## config.mk

```make
export PLATFORM = sky130hd
export DESIGN_NAME = ident_cfg_loader
export DESIGN_NICKNAME = d
export VERILOG_FILES = /design/src/rtl/idl_pkg.sv /design/src/rtl/idl_load_seq.sv /design/src/rtl/idl_word_bank.sv /design/src/rtl/idl_host_gate.sv /design/src/rtl/ident_cfg_loader.sv
export SDC_FILE = /design/constraint.sdc
export NUM_CORES = 1
export LEC_CHECK = 0
export ABC_AREA = 1
export BUFFER_PORTS_ARGS = -buffer_cell sky130_fd_sc_hd__buf_2
export CORE_ASPECT_RATIO = 1.1
export CORE_MARGIN = 5
export CORE_UTILIZATION = 45
export DETAILED_ROUTE_END_ITERATION = 7
export GPL_TIMING_DRIVEN = 1
export HOLD_SLACK_MARGIN = 0.1
export MAX_ROUTING_LAYER = met4
export PLACE_DENSITY_LB_ADDON = 0.2
export SYNTH_ARGS = -nofsm -noshare
export SYNTH_HDL_FRONTEND = slang
export SYNTH_SLANG_ARGS = --single-unit
```

## constraint.sdc

```tcl
create_clock -name clk -period 1.5 [get_ports clk]
set_input_delay 0.075 -clock clk [delete_from_list [all_inputs] [get_ports clk]]
set_output_delay 0.075 -clock clk [all_outputs]
set_load 0.02 [all_outputs]
```

## src/rtl/idl_pkg.sv

```systemverilog
package idl_pkg;
  typedef enum logic [1:0] {
    REQ_CFG = 2'b00,
    REQ_MEM = 2'b01,
    REQ_IO  = 2'b10,
    REQ_RSV = 2'b11
  } req_kind_e;
endpackage

```

## src/rtl/idl_load_seq.sv

```systemverilog
module idl_load_seq #(
  parameter int N_WORDS = 8
) (
  input  logic               clk,
  input  logic               rst,
  input  logic               strap_idle,
  input  logic               ld_we,
  output logic [N_WORDS-1:0] word_we,
  output logic               dflt_load,
  output logic               ready
);
  localparam int CNT_W = (N_WORDS > 1) ? $clog2(N_WORDS) : 1;

  logic [CNT_W-1:0] cnt;
  logic             run_we;
  logic             last_word;

  assign run_we    = ld_we && !ready && !strap_idle;
  assign dflt_load = !ready && strap_idle;
  assign last_word = (cnt == CNT_W'(N_WORDS - 1));

  genvar gi;
  generate
    for (gi = 0; gi < N_WORDS; gi++) begin : g_sel
      assign word_we[gi] = run_we && (cnt == CNT_W'(gi));
    end
  endgenerate

  always_ff @(posedge clk) begin
    if (rst) begin
      cnt   <= '0;
      ready <= 1'b0;
    end else begin
      if (run_we && !last_word) cnt <= cnt + 1'b1;
      if (dflt_load || (run_we && last_word)) ready <= 1'b1;
    end
  end
endmodule

```

## src/rtl/idl_word_bank.sv

```systemverilog
module idl_word_bank #(
  parameter int N_WORDS = 8,
  parameter int WORD_W  = 16
) (
  input  logic                      clk,
  input  logic                      rst,
  input  logic [N_WORDS-1:0]        word_we,
  input  logic                      dflt_load,
  input  logic [WORD_W-1:0]         wr_data,
  input  logic [N_WORDS*WORD_W-1:0] dflt_flat,
  output logic [N_WORDS*WORD_W-1:0] words_flat
);
  genvar gi;
  generate
    for (gi = 0; gi < N_WORDS; gi++) begin : g_word
      logic [WORD_W-1:0] word_q;
      always_ff @(posedge clk) begin
        if (rst)
          word_q <= '0;
        else if (dflt_load)
          word_q <= dflt_flat[gi*WORD_W +: WORD_W];
        else if (word_we[gi])
          word_q <= wr_data;
      end
      assign words_flat[gi*WORD_W +: WORD_W] = word_q;
    end
  endgenerate
endmodule

```

## src/rtl/idl_host_gate.sv

```systemverilog
module idl_host_gate
  import idl_pkg::*;
(
  input  logic       clk,
  input  logic       rst,
  input  logic       ready,
  input  logic       bar_wr,
  input  logic       cmd_wr,
  input  logic       req_valid,
  input  logic [1:0] req_kind,
  output logic       tgt_mem_en,
  output logic       claim
);
  logic bar_seen, cmd_seen;
  logic bar_nxt, cmd_nxt;
  logic want;

  assign bar_nxt = bar_seen || (ready && bar_wr);
  assign cmd_nxt = cmd_seen || (ready && cmd_wr);

  always_comb begin
    want = 1'b0;
    if (req_valid && ready) begin
      unique case (req_kind_e'(req_kind))
        REQ_CFG: want = 1'b1;
        REQ_MEM: want = tgt_mem_en;
        REQ_IO:  want = 1'b0;
        REQ_RSV: want = 1'b0;
      endcase
    end
  end

  always_ff @(posedge clk) begin
    if (rst) begin
      bar_seen   <= 1'b0;
      cmd_seen   <= 1'b0;
      tgt_mem_en <= 1'b0;
      claim      <= 1'b0;
    end else begin
      bar_seen   <= bar_nxt;
      cmd_seen   <= cmd_nxt;
      tgt_mem_en <= bar_nxt && cmd_nxt;
      claim      <= want;
    end
  end
endmodule

```

## src/rtl/ident_cfg_loader.sv

```systemverilog
module ident_cfg_loader #(
  parameter logic [15:0] DFLT_DEV_ID   = 16'h3873,
  parameter logic [15:0] DFLT_VEN_ID   = 16'h1260,
  parameter logic [23:0] DFLT_CLASS    = 24'h028000,
  parameter logic [15:0] DFLT_SSYS_ID  = 16'h0000,
  parameter logic [15:0] DFLT_SSYS_VEN = 16'h1260,
  parameter logic [7:0]  DFLT_REV      = 8'h01,
  parameter logic [7:0]  DFLT_HDR      = 8'h00,
  parameter logic [7:0]  DFLT_MAX_LAT  = 8'h00,
  parameter logic [7:0]  DFLT_MIN_GNT  = 8'h00,
  parameter logic [7:0]  DFLT_INT_PIN  = 8'h01
) (
  input  logic        clk,
  input  logic        rst,
  input  logic        strap_idle,
  input  logic        ld_we,
  input  logic [15:0] ld_data,
  input  logic        host_bar_wr,
  input  logic        host_cmd_wr,
  input  logic        host_req_valid,
  input  logic [1:0]  host_req_kind,
  output logic        ident_ready,
  output logic        tgt_mem_en,
  output logic        host_claim,
  output logic [15:0] dev_id,
  output logic [15:0] ven_id,
  output logic [23:0] class_code,
  output logic [7:0]  rev_id,
  output logic [7:0]  hdr_type,
  output logic [15:0] ssys_id,
  output logic [15:0] ssys_ven_id,
  output logic [7:0]  max_lat,
  output logic [7:0]  min_gnt,
  output logic [7:0]  int_pin
);
  localparam int N_WORDS = 8;
  localparam int WORD_W  = 16;
  localparam int FLAT_W  = N_WORDS * WORD_W;

  logic [N_WORDS-1:0] word_we;
  logic               dflt_load;
  logic [FLAT_W-1:0]  dflt_flat;
  logic [FLAT_W-1:0]  words_flat;
  logic [WORD_W-1:0]  w [N_WORDS];

  assign dflt_flat = {DFLT_VEN_ID, DFLT_DEV_ID, DFLT_SSYS_VEN, DFLT_SSYS_ID,
                      DFLT_INT_PIN, DFLT_REV, DFLT_CLASS[15:0],
                      DFLT_CLASS[23:16], DFLT_HDR, DFLT_MAX_LAT, DFLT_MIN_GNT};

  idl_load_seq #(.N_WORDS(N_WORDS)) u_seq (
    .clk(clk), .rst(rst), .strap_idle(strap_idle), .ld_we(ld_we),
    .word_we(word_we), .dflt_load(dflt_load), .ready(ident_ready)
  );

  idl_word_bank #(.N_WORDS(N_WORDS), .WORD_W(WORD_W)) u_bank (
    .clk(clk), .rst(rst), .word_we(word_we), .dflt_load(dflt_load),
    .wr_data(ld_data), .dflt_flat(dflt_flat), .words_flat(words_flat)
  );

  idl_host_gate u_gate (
    .clk(clk), .rst(rst), .ready(ident_ready), .bar_wr(host_bar_wr),
    .cmd_wr(host_cmd_wr), .req_valid(host_req_valid), .req_kind(host_req_kind),
    .tgt_mem_en(tgt_mem_en), .claim(host_claim)
  );

  genvar gi;
  generate
    for (gi = 0; gi < N_WORDS; gi++) begin : g_unpack
      assign w[gi] = words_flat[gi*WORD_W +: WORD_W];
    end
  endgenerate

  assign max_lat     = w[0][15:8];
  assign min_gnt     = w[0][7:0];
  assign class_code  = {w[1][15:8], w[2]};
  assign hdr_type    = w[1][7:0];
  assign int_pin     = w[3][15:8];
  assign rev_id      = w[3][7:0];
  assign ssys_id     = w[4];
  assign ssys_ven_id = w[5];
  assign dev_id      = w[6];
  assign ven_id      = w[7];
endmodule

```

==> metrics.md <==
| Metric | Value |
|---|---|
| Non-Filler Instances | `1006` |
| Seq pwr share | `41.2%` |
| Overflow after GRT | `0` |
| DRC Markers | `0` |
| DR iter-0 viols | `412` |
| Mapped cell area | `0.00529 mm^2` |
| Synthesis Warnings | `0` |
| CP peak stage delay | `0.35 ns` |
| Crit path top cell by count | `nor2_1` |
| Clk root buf | `clkbuf_16` |
| Worst relative slew slack | `66.8%` |
| Yosys cell types | `26` |
| Sequential area share after synthesis | `51.5%` |
| Area Growth Syn to Fin | `37.6%` |
| Top-area cell type share of the netlist area | `51.5%` |
| Max cap viols | `0` |
| Worst-path clk slew | `0.06 ns` |
| Data arrival, critical path | `1.78 ns` |
| Worst r2r path cells | `9` |
| Routed WL | `17300 um` |
| # clock sinks | `136` |
| First-pass GRT wire length | `25800 um` |
| Tcrit/Tclk final | `95.9%` |
| Hold path cells | `5` |
| Fin. max-slew vios | `0` |
| CTS tree | `yes` |
| Vias in the first global route | `4846` |
| Clock power frac | `49.5%` |
| P_int | `6.94 mW` |
| P_sw | `2.19 mW` |
| Initial antenna violation count | `0` |
| Clock Skew | `0.0103 ns` |
| Largest net degree at the start of global routing | `67` |
| Status | `completed` |
| IO buf count | `155` |
| Wire length per cell | `17.2 um` |
| Worst Setup SP | `u_seq.cnt[1]` |
| Critical path buffers and inverters | `4` |
| Fmax | `695 MHz` |
| Critical path peak fanout | `15` |
| N_diodes | `0` |
| Final WS setup | `0.0613 ns` |
| Crit path capture type | `flop` |
| Sw frac | `24.0%` |
| H-tree depth | `4` |
| Avg Cell Area, Syn | `7.87 um^2` |
| Final HPWL DP | `11100 um` |
| Rows | `41` |
| Tmin final | `1.44 ns` |
| # nets final | `874` |
| Largest cells by area after synthesis | `dfxtp_1 (51%), nor2_1 (7.7%), nand2_1 (7.4%), a21oi_1 (6.5%), nand3_1 (6.1%)` |
| Setup violators final | `0` |
| Crit path to | `u_bank.g_word[1].word_q[12]` |
| Core footprint | `0.0115 mm^2` |
| Pleak | `3.21 nW` |
| Register-to-Register Setup Slack | `0.06 ns` |
| Worst setup SP type | `flop` |
| Worst-Skew Late Latency | `0.42 ns` |
| Slew @ Worst Pin | `0.498 ns` |
| Combinational power share | `9.3%` |
| GRT Resource Usage Total | `24.2%` |
| Worst hold margin | `0.177 ns` |
| R2r endpoint | `u_bank.g_word[1].word_q[12]` |
| Crit Path Class | `reg2reg` |
| Fillers | `1037` |
| Req. time, crit path | `1.84 ns` |
| Post-synth top area cell | `dfxtp_1` |
| Syn Inst Count | `672` |
| Cell depth of the worst setup path | `9` |
| Die height | `124 um` |
| Share of layout cells above drive strength 1 | `29.6%` |
| Die area | `0.0140 mm^2` |
| Ports | `156` |
| CP top delay family | `buffers and inverters` |
| Endpoints failing hold | `0` |
| Worst R2R Start | `u_seq.cnt[1]` |
| Post-synthesis register bit count | `136` |
| Max VDD drop | `595 uV` |
| Clk buf depth | `2` |
| Drt pass-1 iters | `5` |
| Slowest stage cell, crit path | `dfxtp_2` |
| P per Cell Area | `1250 mW/mm^2` |
| Critical path, cell by cell | `inv_2 -> ha_2 -> inv_1 -> nor2_4 -> nand3_4 -> buf_8 -> inv_8 -> nor2_1 -> nor2_1` |
| Die span in x | `113 um` |
| Net Count, Synth | `703` |
| Starting density of the core | `46.0%` |
| DR vias | `5299` |
| Antenna viol nets, final | `0` |
| Inserted Clock Buffers | `17` |
| Min-delay worst type | `in2reg` |
| Post-DR vias/cell | `5.27` |
| Placed cells | `940` |
| Placer Congestion | `0.835` |
| DP Worst Slack | `-0.0865 ns` |
==> cell families after synthesis <==
kind of cell,after synthesis,synth area share (%)
buf+inv,90,8.21
simple gates,316,27.1
flops,136,51.5
fa+ha+maj,6,1.42
compound gates,124,11.8
==> layer usage <==
metal	up-vias	track usage, %	part of all wire [%]
met5	-	-	0
met4	0	8.34	1.8
met3	26	5.98	7.8
met2	233	38.3	48
met1	2471	30.6	42
li1	2569	-	-
==> cells in the final DEF, fill, tap and decap left out, drive strengths merged <==
| cell | count |
|---|---|
| a211oi | 1 |
| a21oi | 69 |
| a31oi | 1 |
| buf | 181 |
| bufinv | 4 |
| clkbuf | 23 |
| clkinv | 5 |
| clkinvlp | 2 |
| dfxtp | 136 |
| dlygate4sd3 | 23 |
| ha | 6 |
| inv | 32 |
| nand2 | 105 |
| nand3 | 72 |
| nand4 | 31 |
| nor2 | 111 |
| nor3 | 1 |
| o21ai | 53 |
==> worst min path at each step <==
stage	startpoint	to
finish	rst	u_bank.g_word[1].word_q[9]
CTS	ld_we	u_bank.g_word[2].word_q[15]
floorplan	rst	u_seq.cnt[0]
global route	rst	u_bank.g_word[7].word_q[12]
global placement	host_req_kind[1]	u_gate.claim
detailed placement	host_req_kind[1]	u_gate.claim
==> sequential cells by signal (all words and copies together) (netlist names) <==
register / count
u_gate.cmd_seen: 1
u_seq.ready: 1
u_gate.tgt_mem_en: 1
u_bank.g_word.word_q: 128
u_gate.bar_seen: 1
u_gate.claim: 1
u_seq.cnt: 3
==> through the flow <==
| step | utilization (%) | power [mW] | cell area [um^2] | setup TNS (ns) |
|---|---|---|---|---|
| finish | 63.4 | 9.13 | 7280 | 0 |
| global route | 63.4 | 9.44 | 7280 | -0.0324 |
| CTS | 61.3 | 9.11 | 7050 | 0 |
| detailed placement | 53.4 | 4.58 | 6130 | -1.60 |
| global placement | 53.4 | 4.56 | 6130 | 0 |
| floorplan | - | 4.31 | 5290 | 0 |
==> layout make-up <==
cell class / instances / area (um^2) / area share (%)
Multi-Input combinational cell: 450 / 2260 / 31.0
Clock buffer: 21 / 480 / 6.60
Tap cell: 150 / 188 / 2.58
Inverter: 31 / 139 / 1.91
Clock inverter: 11 / 168 / 2.30
Sequential cell: 136 / 2730 / 37.5
Timing Repair Buffer: 206 / 1310 / 18.0
Timing Repair inverter: 1 / 6.26 / 0.0859
==> cell usage after synthesis, drive strengths merged <==
cell and count:
dfxtp 136, inv 30, buf 34, ha 6, nand4 30, nor2 111, a21oi 69, o21ai 53
nand3 69, clkbuf 25, nand2 105, nor3 1, a31oi 1, clkinv 1, a211oi 1
==> worst register-to-register path: cells and delay by family (launching register included) <==
kind | cells | cell delay [ns]
adder cells (fa/ha/maj) | 1 | 0.19
buffers and inverters | 4 | 0.41
flip-flops | 1 | 0.35
AND/OR/NAND/NOR | 4 | 0.41
==> power groups by stage <==
stage / sequential [mW] / combinational [mW] / clock [mW]
2_1_floorplan: 3.92 / 0.388 / 0
3_3_place_gp: 3.83 / 0.731 / 0
3_5_place_dp: 3.83 / 0.745 / 0
4_1_cts: 3.75 / 0.802 / 4.55
5_1_grt: 3.77 / 0.924 / 4.75
6_report: 3.76 / 0.854 / 4.51
==> timing repair <==
| item | CTS | global route |
|---|---|---|
| buffers inserted | 2 | 2 |
| cloned | 1 | 6 |
| hold buffers | 23 | 0 |
| gates resized for setup | 3 | 44 |
| pin swaps | 1 | 6 |
| endpoints found under the hold margin | 97 | 0 |
| endpoints found under the setup margin | 61 | 104 |
No activity file was read; power rests on OpenSTA's default activity.
